`src/rtl/pmc_pkg.sv`:
```
package pmc_pkg;

    localparam int DATA_W       = 8;
    localparam int RUN_W        = 2;
    localparam int STOP_W       = 3;
    localparam int NUM_DEEP     = 3;
    localparam int PROT_VLP_BIT = 5;
    localparam int PROT_LL_BIT  = 3;
    localparam int CTRL_RUN_LSB = 5;

    localparam logic [RUN_W-1:0]  RUN_NORMAL  = 2'b00;
    localparam logic [RUN_W-1:0]  RUN_VLP     = 2'b10;
    localparam logic [STOP_W-1:0] STOP_NORMAL = 3'b000;
    localparam logic [STOP_W-1:0] STOP_LOWLK  = 3'b011;
    localparam logic [STOP_W-1:0] STOP_DEEP0  = 3'b100;

    typedef struct packed {
        logic                vlp;
        logic                ll;
        logic [NUM_DEEP-1:0] deep;   // [2] deep stop 3 .. [0] deep stop 1
    } prot_t;

    function automatic logic run_code_ok(input logic [RUN_W-1:0] code, input prot_t p);
        logic ok;
        case (code)
            RUN_NORMAL: ok = 1'b1;
            RUN_VLP:    ok = p.vlp;
            default:    ok = 1'b0;
        endcase
        return ok;
    endfunction

    function automatic logic stop_code_ok(input logic [STOP_W-1:0] code, input prot_t p);
        logic [STOP_W-1:0]   rel;
        logic [NUM_DEEP-1:0] shifted;
        logic                ok;
        rel     = code - STOP_DEEP0;
        shifted = p.deep << rel;
        if (code == STOP_NORMAL)
            ok = 1'b1;
        else if (code == STOP_LOWLK)
            ok = p.ll;
        else if (code >= STOP_DEEP0 && rel < STOP_W'(NUM_DEEP))
            ok = shifted[NUM_DEEP-1];
        else
            ok = 1'b0;
        return ok;
    endfunction

    function automatic prot_t prot_from_bus(input logic [DATA_W-1:0] d);
        prot_t p;
        p.vlp  = d[PROT_VLP_BIT];
        p.ll   = d[PROT_LL_BIT];
        p.deep = d[NUM_DEEP-1:0];
        return p;
    endfunction

    function automatic logic [DATA_W-1:0] prot_to_bus(input prot_t p);
        logic [DATA_W-1:0] r;
        r                 = '0;
        r[PROT_VLP_BIT]   = p.vlp;
        r[PROT_LL_BIT]    = p.ll;
        r[NUM_DEEP-1:0]   = p.deep;
        return r;
    endfunction

    function automatic logic [DATA_W-1:0] ctrl_to_bus(input logic [RUN_W-1:0] run,
                                                      input logic [STOP_W-1:0] stop);
        logic [DATA_W-1:0] r;
        r                        = '0;
        r[CTRL_RUN_LSB +: RUN_W] = run;
        r[STOP_W-1:0]            = stop;
        return r;
    endfunction

endpackage

```
`src/rtl/pmc_prot_reg.sv`:
```
module pmc_prot_reg
    import pmc_pkg::*;
(
    input  logic              clk,
    input  logic              rst,
    input  logic              wake_rst,
    input  logic              wr_req,
    input  logic [DATA_W-1:0] wr_data,
    output prot_t             prot_q,
    output logic              accepted
);

    logic  locked;
    prot_t incoming;

    assign incoming = prot_from_bus(wr_data);
    assign accepted = wr_req && !locked && !rst && !wake_rst;

    // lock flag and the bits a wake-up reset clears
    always_ff @(posedge clk) begin
        if (rst || wake_rst) begin
            locked     <= 1'b0;
            prot_q.vlp <= 1'b0;
            prot_q.ll  <= 1'b0;
        end else if (accepted) begin
            locked     <= 1'b1;
            prot_q.vlp <= incoming.vlp;
            prot_q.ll  <= incoming.ll;
        end
    end

    // deep-stop allow bits survive a wake-up reset
    for (genvar g = 0; g < NUM_DEEP; g++) begin : g_deep
        always_ff @(posedge clk) begin
            if (rst)
                prot_q.deep[g] <= 1'b0;
            else if (accepted)
                prot_q.deep[g] <= incoming.deep[g];
        end
    end

    p_locked_hold_r2: assert property (@(posedge clk) disable iff (rst || wake_rst)
        locked |=> $stable(prot_q));

    p_wake_keep_r6: assert property (@(posedge clk) disable iff (rst)
        wake_rst |=> (prot_q.deep == $past(prot_q.deep)) && !prot_q.vlp && !prot_q.ll);

endmodule

```
`src/rtl/pmc_ctrl_reg.sv`:
```
module pmc_ctrl_reg
    import pmc_pkg::*;
(
    input  logic              clk,
    input  logic              rst,
    input  logic              wake_rst,
    input  logic              ctrl_we,
    input  logic [DATA_W-1:0] wr_data,
    input  prot_t             prot,
    input  logic              prot_accepted,
    output logic [RUN_W-1:0]  run_mode,
    output logic [STOP_W-1:0] stop_sel,
    output logic [STOP_W-1:0] exit_rec
);

    logic [RUN_W-1:0]  req_run;
    logic [STOP_W-1:0] req_stop;

    assign req_run  = wr_data[CTRL_RUN_LSB +: RUN_W];
    assign req_stop = wr_data[STOP_W-1:0];

    always_ff @(posedge clk) begin
        if (rst) begin
            run_mode <= RUN_NORMAL;
            stop_sel <= STOP_NORMAL;
            exit_rec <= STOP_NORMAL;
        end else if (wake_rst) begin
            run_mode <= RUN_NORMAL;
        end else if (prot_accepted) begin
            exit_rec <= stop_sel;
            stop_sel <= STOP_NORMAL;
        end else if (ctrl_we) begin
            if (run_code_ok(req_run, prot))
                run_mode <= req_run;
            if (stop_code_ok(req_stop, prot))
                stop_sel <= req_stop;
        end
    end

    p_run_legal_r3: assert property (@(posedge clk) disable iff (rst)
        (run_mode == RUN_NORMAL) || (run_mode == RUN_VLP));

    p_vlp_blocked_r3: assert property (@(posedge clk) disable iff (rst || wake_rst)
        (ctrl_we && !prot_accepted && req_run == RUN_VLP && !prot.vlp) |=> $stable(run_mode));

    p_stop_legal_r4: assert property (@(posedge clk) disable iff (rst)
        (stop_sel == STOP_NORMAL) || (stop_sel == STOP_LOWLK) ||
        (stop_sel >= STOP_DEEP0 && stop_sel < STOP_DEEP0 + STOP_W'(NUM_DEEP)));

    p_stop_clear_r5: assert property (@(posedge clk) disable iff (rst || wake_rst)
        prot_accepted |=> (stop_sel == STOP_NORMAL) && (exit_rec == $past(stop_sel)));

endmodule

```
`src/rtl/pmc_bus_port.sv`:
```
module pmc_bus_port
    import pmc_pkg::*;
#(
    parameter int ADDR_W    = 4,
    parameter int PROT_ADDR = 0,
    parameter int CTRL_ADDR = 1,
    parameter int EXIT_ADDR = 2
) (
    input  logic [ADDR_W-1:0] addr,
    input  logic              we,
    input  prot_t             prot,
    input  logic [RUN_W-1:0]  run_mode,
    input  logic [STOP_W-1:0] stop_sel,
    input  logic [STOP_W-1:0] exit_rec,
    output logic              prot_we,
    output logic              ctrl_we,
    output logic [DATA_W-1:0] rdata
);

    localparam logic [ADDR_W-1:0] A_PROT = ADDR_W'(PROT_ADDR);
    localparam logic [ADDR_W-1:0] A_CTRL = ADDR_W'(CTRL_ADDR);
    localparam logic [ADDR_W-1:0] A_EXIT = ADDR_W'(EXIT_ADDR);

    assign prot_we = we && (addr == A_PROT);
    assign ctrl_we = we && (addr == A_CTRL);

    always_comb begin
        rdata = '0;
        if (addr == A_PROT)
            rdata = prot_to_bus(prot);
        else if (addr == A_CTRL)
            rdata = ctrl_to_bus(run_mode, stop_sel);
        else if (addr == A_EXIT)
            rdata[STOP_W-1:0] = exit_rec;
    end

endmodule

```
`src/rtl/pmc_mode_ctrl.sv`:
```
module pmc_mode_ctrl
    import pmc_pkg::*;
#(
    parameter int ADDR_W    = 4,
    parameter int PROT_ADDR = 0,
    parameter int CTRL_ADDR = 1,
    parameter int EXIT_ADDR = 2
) (
    input  logic              clk,
    input  logic              rst,
    input  logic              wake_rst,
    input  logic [ADDR_W-1:0] bus_addr,
    input  logic              bus_we,
    input  logic [7:0]        bus_wdata,
    output logic [7:0]        bus_rdata,
    output logic [1:0]        run_mode_o,
    output logic [2:0]        stop_sel_o
);

    prot_t             prot_q;
    logic              prot_we, ctrl_we, prot_acc;
    logic [RUN_W-1:0]  run_mode;
    logic [STOP_W-1:0] stop_sel, exit_rec;

    pmc_bus_port #(
        .ADDR_W(ADDR_W), .PROT_ADDR(PROT_ADDR),
        .CTRL_ADDR(CTRL_ADDR), .EXIT_ADDR(EXIT_ADDR)
    ) u_port (
        .addr(bus_addr), .we(bus_we), .prot(prot_q),
        .run_mode(run_mode), .stop_sel(stop_sel), .exit_rec(exit_rec),
        .prot_we(prot_we), .ctrl_we(ctrl_we), .rdata(bus_rdata)
    );

    pmc_prot_reg u_prot (
        .clk(clk), .rst(rst), .wake_rst(wake_rst),
        .wr_req(prot_we), .wr_data(bus_wdata),
        .prot_q(prot_q), .accepted(prot_acc)
    );

    pmc_ctrl_reg u_ctrl (
        .clk(clk), .rst(rst), .wake_rst(wake_rst),
        .ctrl_we(ctrl_we), .wr_data(bus_wdata),
        .prot(prot_q), .prot_accepted(prot_acc),
        .run_mode(run_mode), .stop_sel(stop_sel), .exit_rec(exit_rec)
    );

    assign run_mode_o = run_mode;
    assign stop_sel_o = stop_sel;

endmodule

```
`config.mk`:
```
export PLATFORM = sky130hd
export DESIGN_NAME = pmc_mode_ctrl
export DESIGN_NICKNAME = d
export VERILOG_FILES = /design/src/rtl/pmc_pkg.sv /design/src/rtl/pmc_prot_reg.sv /design/src/rtl/pmc_ctrl_reg.sv /design/src/rtl/pmc_bus_port.sv /design/src/rtl/pmc_mode_ctrl.sv
export SDC_FILE = /design/constraint.sdc
export NUM_CORES = 1
export LEC_CHECK = 0
export BUFFER_PORTS_ARGS = -buffer_cell sky130_fd_sc_hd__buf_2
export CORE_MARGIN = 2
export CORE_UTILIZATION = 42
export DETAILED_ROUTE_END_ITERATION = 6
export PLACE_DENSITY = 0.79
export REMOVE_ABC_BUFFERS = 1
export SYNTH_ARGS = -nofsm -noshare
export SYNTH_HDL_FRONTEND = slang
export SYNTH_SLANG_ARGS = --single-unit
```
`constraint.sdc`:
```
create_clock -name clk -period 1.5 [get_ports clk]
set_input_delay 0.075 -clock clk [delete_from_list [all_inputs] [get_ports clk]]
set_output_delay 0.075 -clock clk [all_outputs]
set_load 0.01 [all_outputs]
```
==> metrics.md <==
| Metric | Value |
|---|---|
| Mapped Area | `786 um^2` |
| Via density | `5.28` |
| Largest net degree at the start of global routing | `12` |
| Post-route ant nets | `0` |
| Clock Power Share | `0.312` |
| # fillers | `170` |
| Post-Synth Adder-Cell Area | `0` |
| H-tree depth | `1` |
| Setup crit end | `u_prot.prot_q[3]` |
| Static leakage | `0.408 nW` |
| Number of library cell types mapped by synthesis | `29` |
| YS warnings | `0` |
| Die height | `47.3 um` |
| Total setup buffers inserted after CTS | `0` |
| Synth Area in Compound Gates | `0.134` |
| Clk_lat worst skew | `0.28 ns` |
| Nets | `138` |
| Placer Congestion | `0.768` |
| Hold Path Class | `input port to register` |
| Via count | `765` |
| Flop pwr share | `0.562` |
| Main combinational cell family by area after synthesis | `simple AND/OR/NAND/NOR gates` |
| Worst r2r src | `u_prot.locked` |
| Clock sink count | `14` |
| Post-synthesis sequential area ratio | `0.357` |
| Global Route Usage Sum | `0.169` |
| Root Buffer Master | `clkbuf_4` |
| Cell Chain, Critical Path | `nor4b_2, buf_4, nand2_2, mux2i_1, nor3_1` |
| Crit. Startpoint | `u_prot.locked` |
| Simple-gate area share of the yosys netlist | `0.318` |
| Share of cells above drive strength 1 | `0.317` |
| Worst-case reg-to-reg path depth | `5` |
| Max FO, Critical Path | `9` |
| TNS Setup | `0 ns` |
| Power per cell area | `694 mW/mm^2` |
| Worst path max stage delay | `0.32 ns` |
| Mapped Cells | `94` |
| Rows | `15` |
| XOR/XNOR Fraction of Synth Area | `0` |
| Period utilisation layout | `0.863` |
| Top cells by area, synth | `dfxtp_1 36%, mux2i_1 11%, a21oi_1 7.6%` |
| CP arrival | `1.46 ns` |
| Die area | `0.00223 mm^2` |
| Flop and latch count out of synthesis | `14` |
| Hpwl dp | `1320 um` |
| Core footprint | `0.00175 mm^2` |
| Endpoints failing setup | `0` |
| R2R Setup Slk | `0.21 ns` |
| Multiplexer share of the synthesized area | `0.115` |
| Area Overhead vs Synth | `21.7%` |
| Psw | `0.165 mW` |
| Startpoint Class | `register` |
| Num CTS Buffers | `3` |
| RR Endpoint | `u_prot.prot_q[3]` |
| Outcome | `finished, final reports clean` |
| Switching Share | `0.249` |
| VDD IR max | `0.000619 V` |
| Antenna Cells | `0` |
| WL/cell | `11.7 um` |
| CTS hold repair buffers | `0` |
| First-pass GRT wire length | `2700 um` |
| Initial antenna violation count | `0` |
| I/O Pins | `29` |
| Overall Power | `0.663 mW` |
| Grt ovf | `0` |
| CP max-delay cell | `dfxtp_1` |
| Synthesized area per cell | `8.36 um^2` |
| CTS max path bufs | `2` |
| CP required | `1.67 ns` |
| Die Wd | `47.3 um` |
| Resized cells post-CTS | `0` |
| Vias in the first global route | `656` |
| Starting Density | `0.450` |
| CP Capture Type | `register` |
| CTS tree | `done` |
| Setup CP Type | `register to register` |
| Max Slew Vio Count | `0` |
| DRC Markers | `0` |
| Routed WL | `1690 um` |
| Upper clock frequency limit | `773 MHz` |
| Logic pwr share | `0.126` |
| Port Buffers | `24` |
| Worst hold slack | `0.0616 ns` |
| Minimum clock period | `1.29 ns` |
| Initial DRC count | `15` |
| Post-synth top area cell | `dfxtp_1` |
| Power Internal | `0.498 mW` |
| Clk pin slew, worst setup/hold paths | `0.07 ns` |
| Final design utilization | `0.548` |
| Worst Skew | `0.00507 ns` |
| DRT Pass-1 Iters | `5` |
| Max Cap Violations | `0` |
| RSZ-0062 raised after global routing | `false` |
| Count of final hold-check violations | `0` |
| Share of the synthesized area in the top cell type | `0.357` |
[layer usage]
| metal | vias to the layer above | GRT usage | wire length, um | part of all wire |
|---|---|---|---|---|
| met5 | - | 0 | 0 | 0 |
| met4 | 0 | 0.0667 | 25 | 0.015 |
| met3 | 6 | 0.0231 | 134 | 0.079 |
| met2 | 35 | 0.297 | 794 | 0.47 |
| met1 | 344 | 0.205 | 739 | 0.44 |
| li1 | 380 | - | - | - |
[layout make-up]
cell class	instances	area, um^2	share of cell area
Multi-Input combinational cell	71	453	0.474
Sequential cell	14	280	0.293
Timing Repair Buffer	29	158	0.165
Tap cell	25	31.3	0.0327
Clock buffer	3	22.5	0.0236
Inverter	3	11.3	0.0118
[logic make-up after synthesis]
kind of cell    Yosys count
other cells               1
buf+inv                  10
compound gates           17
simple gates             43
flops                    14
mux                       9
[placed cells by master (no fill, tap or decap)]
master,synthesis,final
buf_2,3,24
nand2_1,14,14
dfxtp_1,14,14
a21oi_1,12,12
mux2i_1,9,9
nor3_1,6,6
nand3_1,6,6
buf_4,2,5
nor2_1,4,4
inv_1,3,3
clkbuf_4,0,3
nor4_1,2,2
and3_1,2,2
conb_1,1,2
nor4_4,1,1
and2_1,1,1
nor2b_1,1,1
nor4b_2,1,1
nand3b_1,1,1
o211ai_1,1,1
or2b_1,1,1
or3b_4,1,1
o311a_1,1,1
nand2_2,1,1
a21boi_0,1,1
nor3_4,1,1
a2111oi_2,1,1
o21ai_0,1,1
[critical path: cells and delay by family (launching register included)]
family                 cells  cell delay (ns)
buffers and inverters      1             0.19
muxes                      1             0.20
DFF                        1             0.32
and+or+nand+nor            3             0.47
[synthesized netlist by cell type]
master / count
dfxtp_1: 14
nand2_1: 14
a21oi_1: 12
mux2i_1: 9
nand3_1: 6
nor3_1: 6
nor2_1: 4
buf_2: 3
inv_1: 3
and3_1: 2
buf_4: 2
nor4_1: 2
a2111oi_2: 1
a21boi_0: 1
and2_1: 1
buf_1: 1
buf_6: 1
conb_1: 1
nand2_2: 1
nand3b_1: 1
nor2b_1: 1
nor3_4: 1
nor4_4: 1
nor4b_2: 1
o211ai_1: 1
o21ai_0: 1
o311a_1: 1
or2b_1: 1
or3b_4: 1
[worst min path at each step]
stage | from | to | slack [ns] | depth (start not counted)
3_3_place_gp | wake_rst | u_ctrl.run_mode[1] | 0.35 | 2
3_5_place_dp | wake_rst | u_ctrl.run_mode[1] | 0.35 | 2
5_1_grt | wake_rst | u_ctrl.run_mode[1] | 0.08 | 2
2_1_floorplan | rst | u_ctrl.run_mode[1] | 0.14 | 1
6_report | wake_rst | u_ctrl.run_mode[1] | 0.06 | 2
4_1_cts | wake_rst | u_ctrl.run_mode[1] | 0.06 | 2
[stage by stage]
stage / cells / instance area, um^2 / worst slack, ns
after floorplan: 88 / 744 / 0.104
after global placement: 142 / 933 / 0.160
after detailed placement: 142 / 933 / 0.106
after CTS: 145 / 956 / 0.195
after global routing: 145 / 956 / 0.0644
final: 145 / 956 / 0.206
[registers in the layout, summed over array words and instances (netlist names)]
signal           count
u_prot.locked        1
u_prot.prot_q        5
u_ctrl.stop_sel      3
u_ctrl.exit_rec      3
u_ctrl.run_mode      2
[power groups by stage]
stage          clock network (mW)  registers (mW)  logic (mW)
6_report                    0.207           0.373      0.0835
3_5_place_dp                    0           0.381      0.0819
4_1_cts                     0.207           0.373      0.0826
3_3_place_gp                    0           0.381      0.0806
2_1_floorplan                   0           0.381      0.0277
5_1_grt                     0.220           0.373      0.0910
Note: power is estimated with default switching activity, not from simulation.
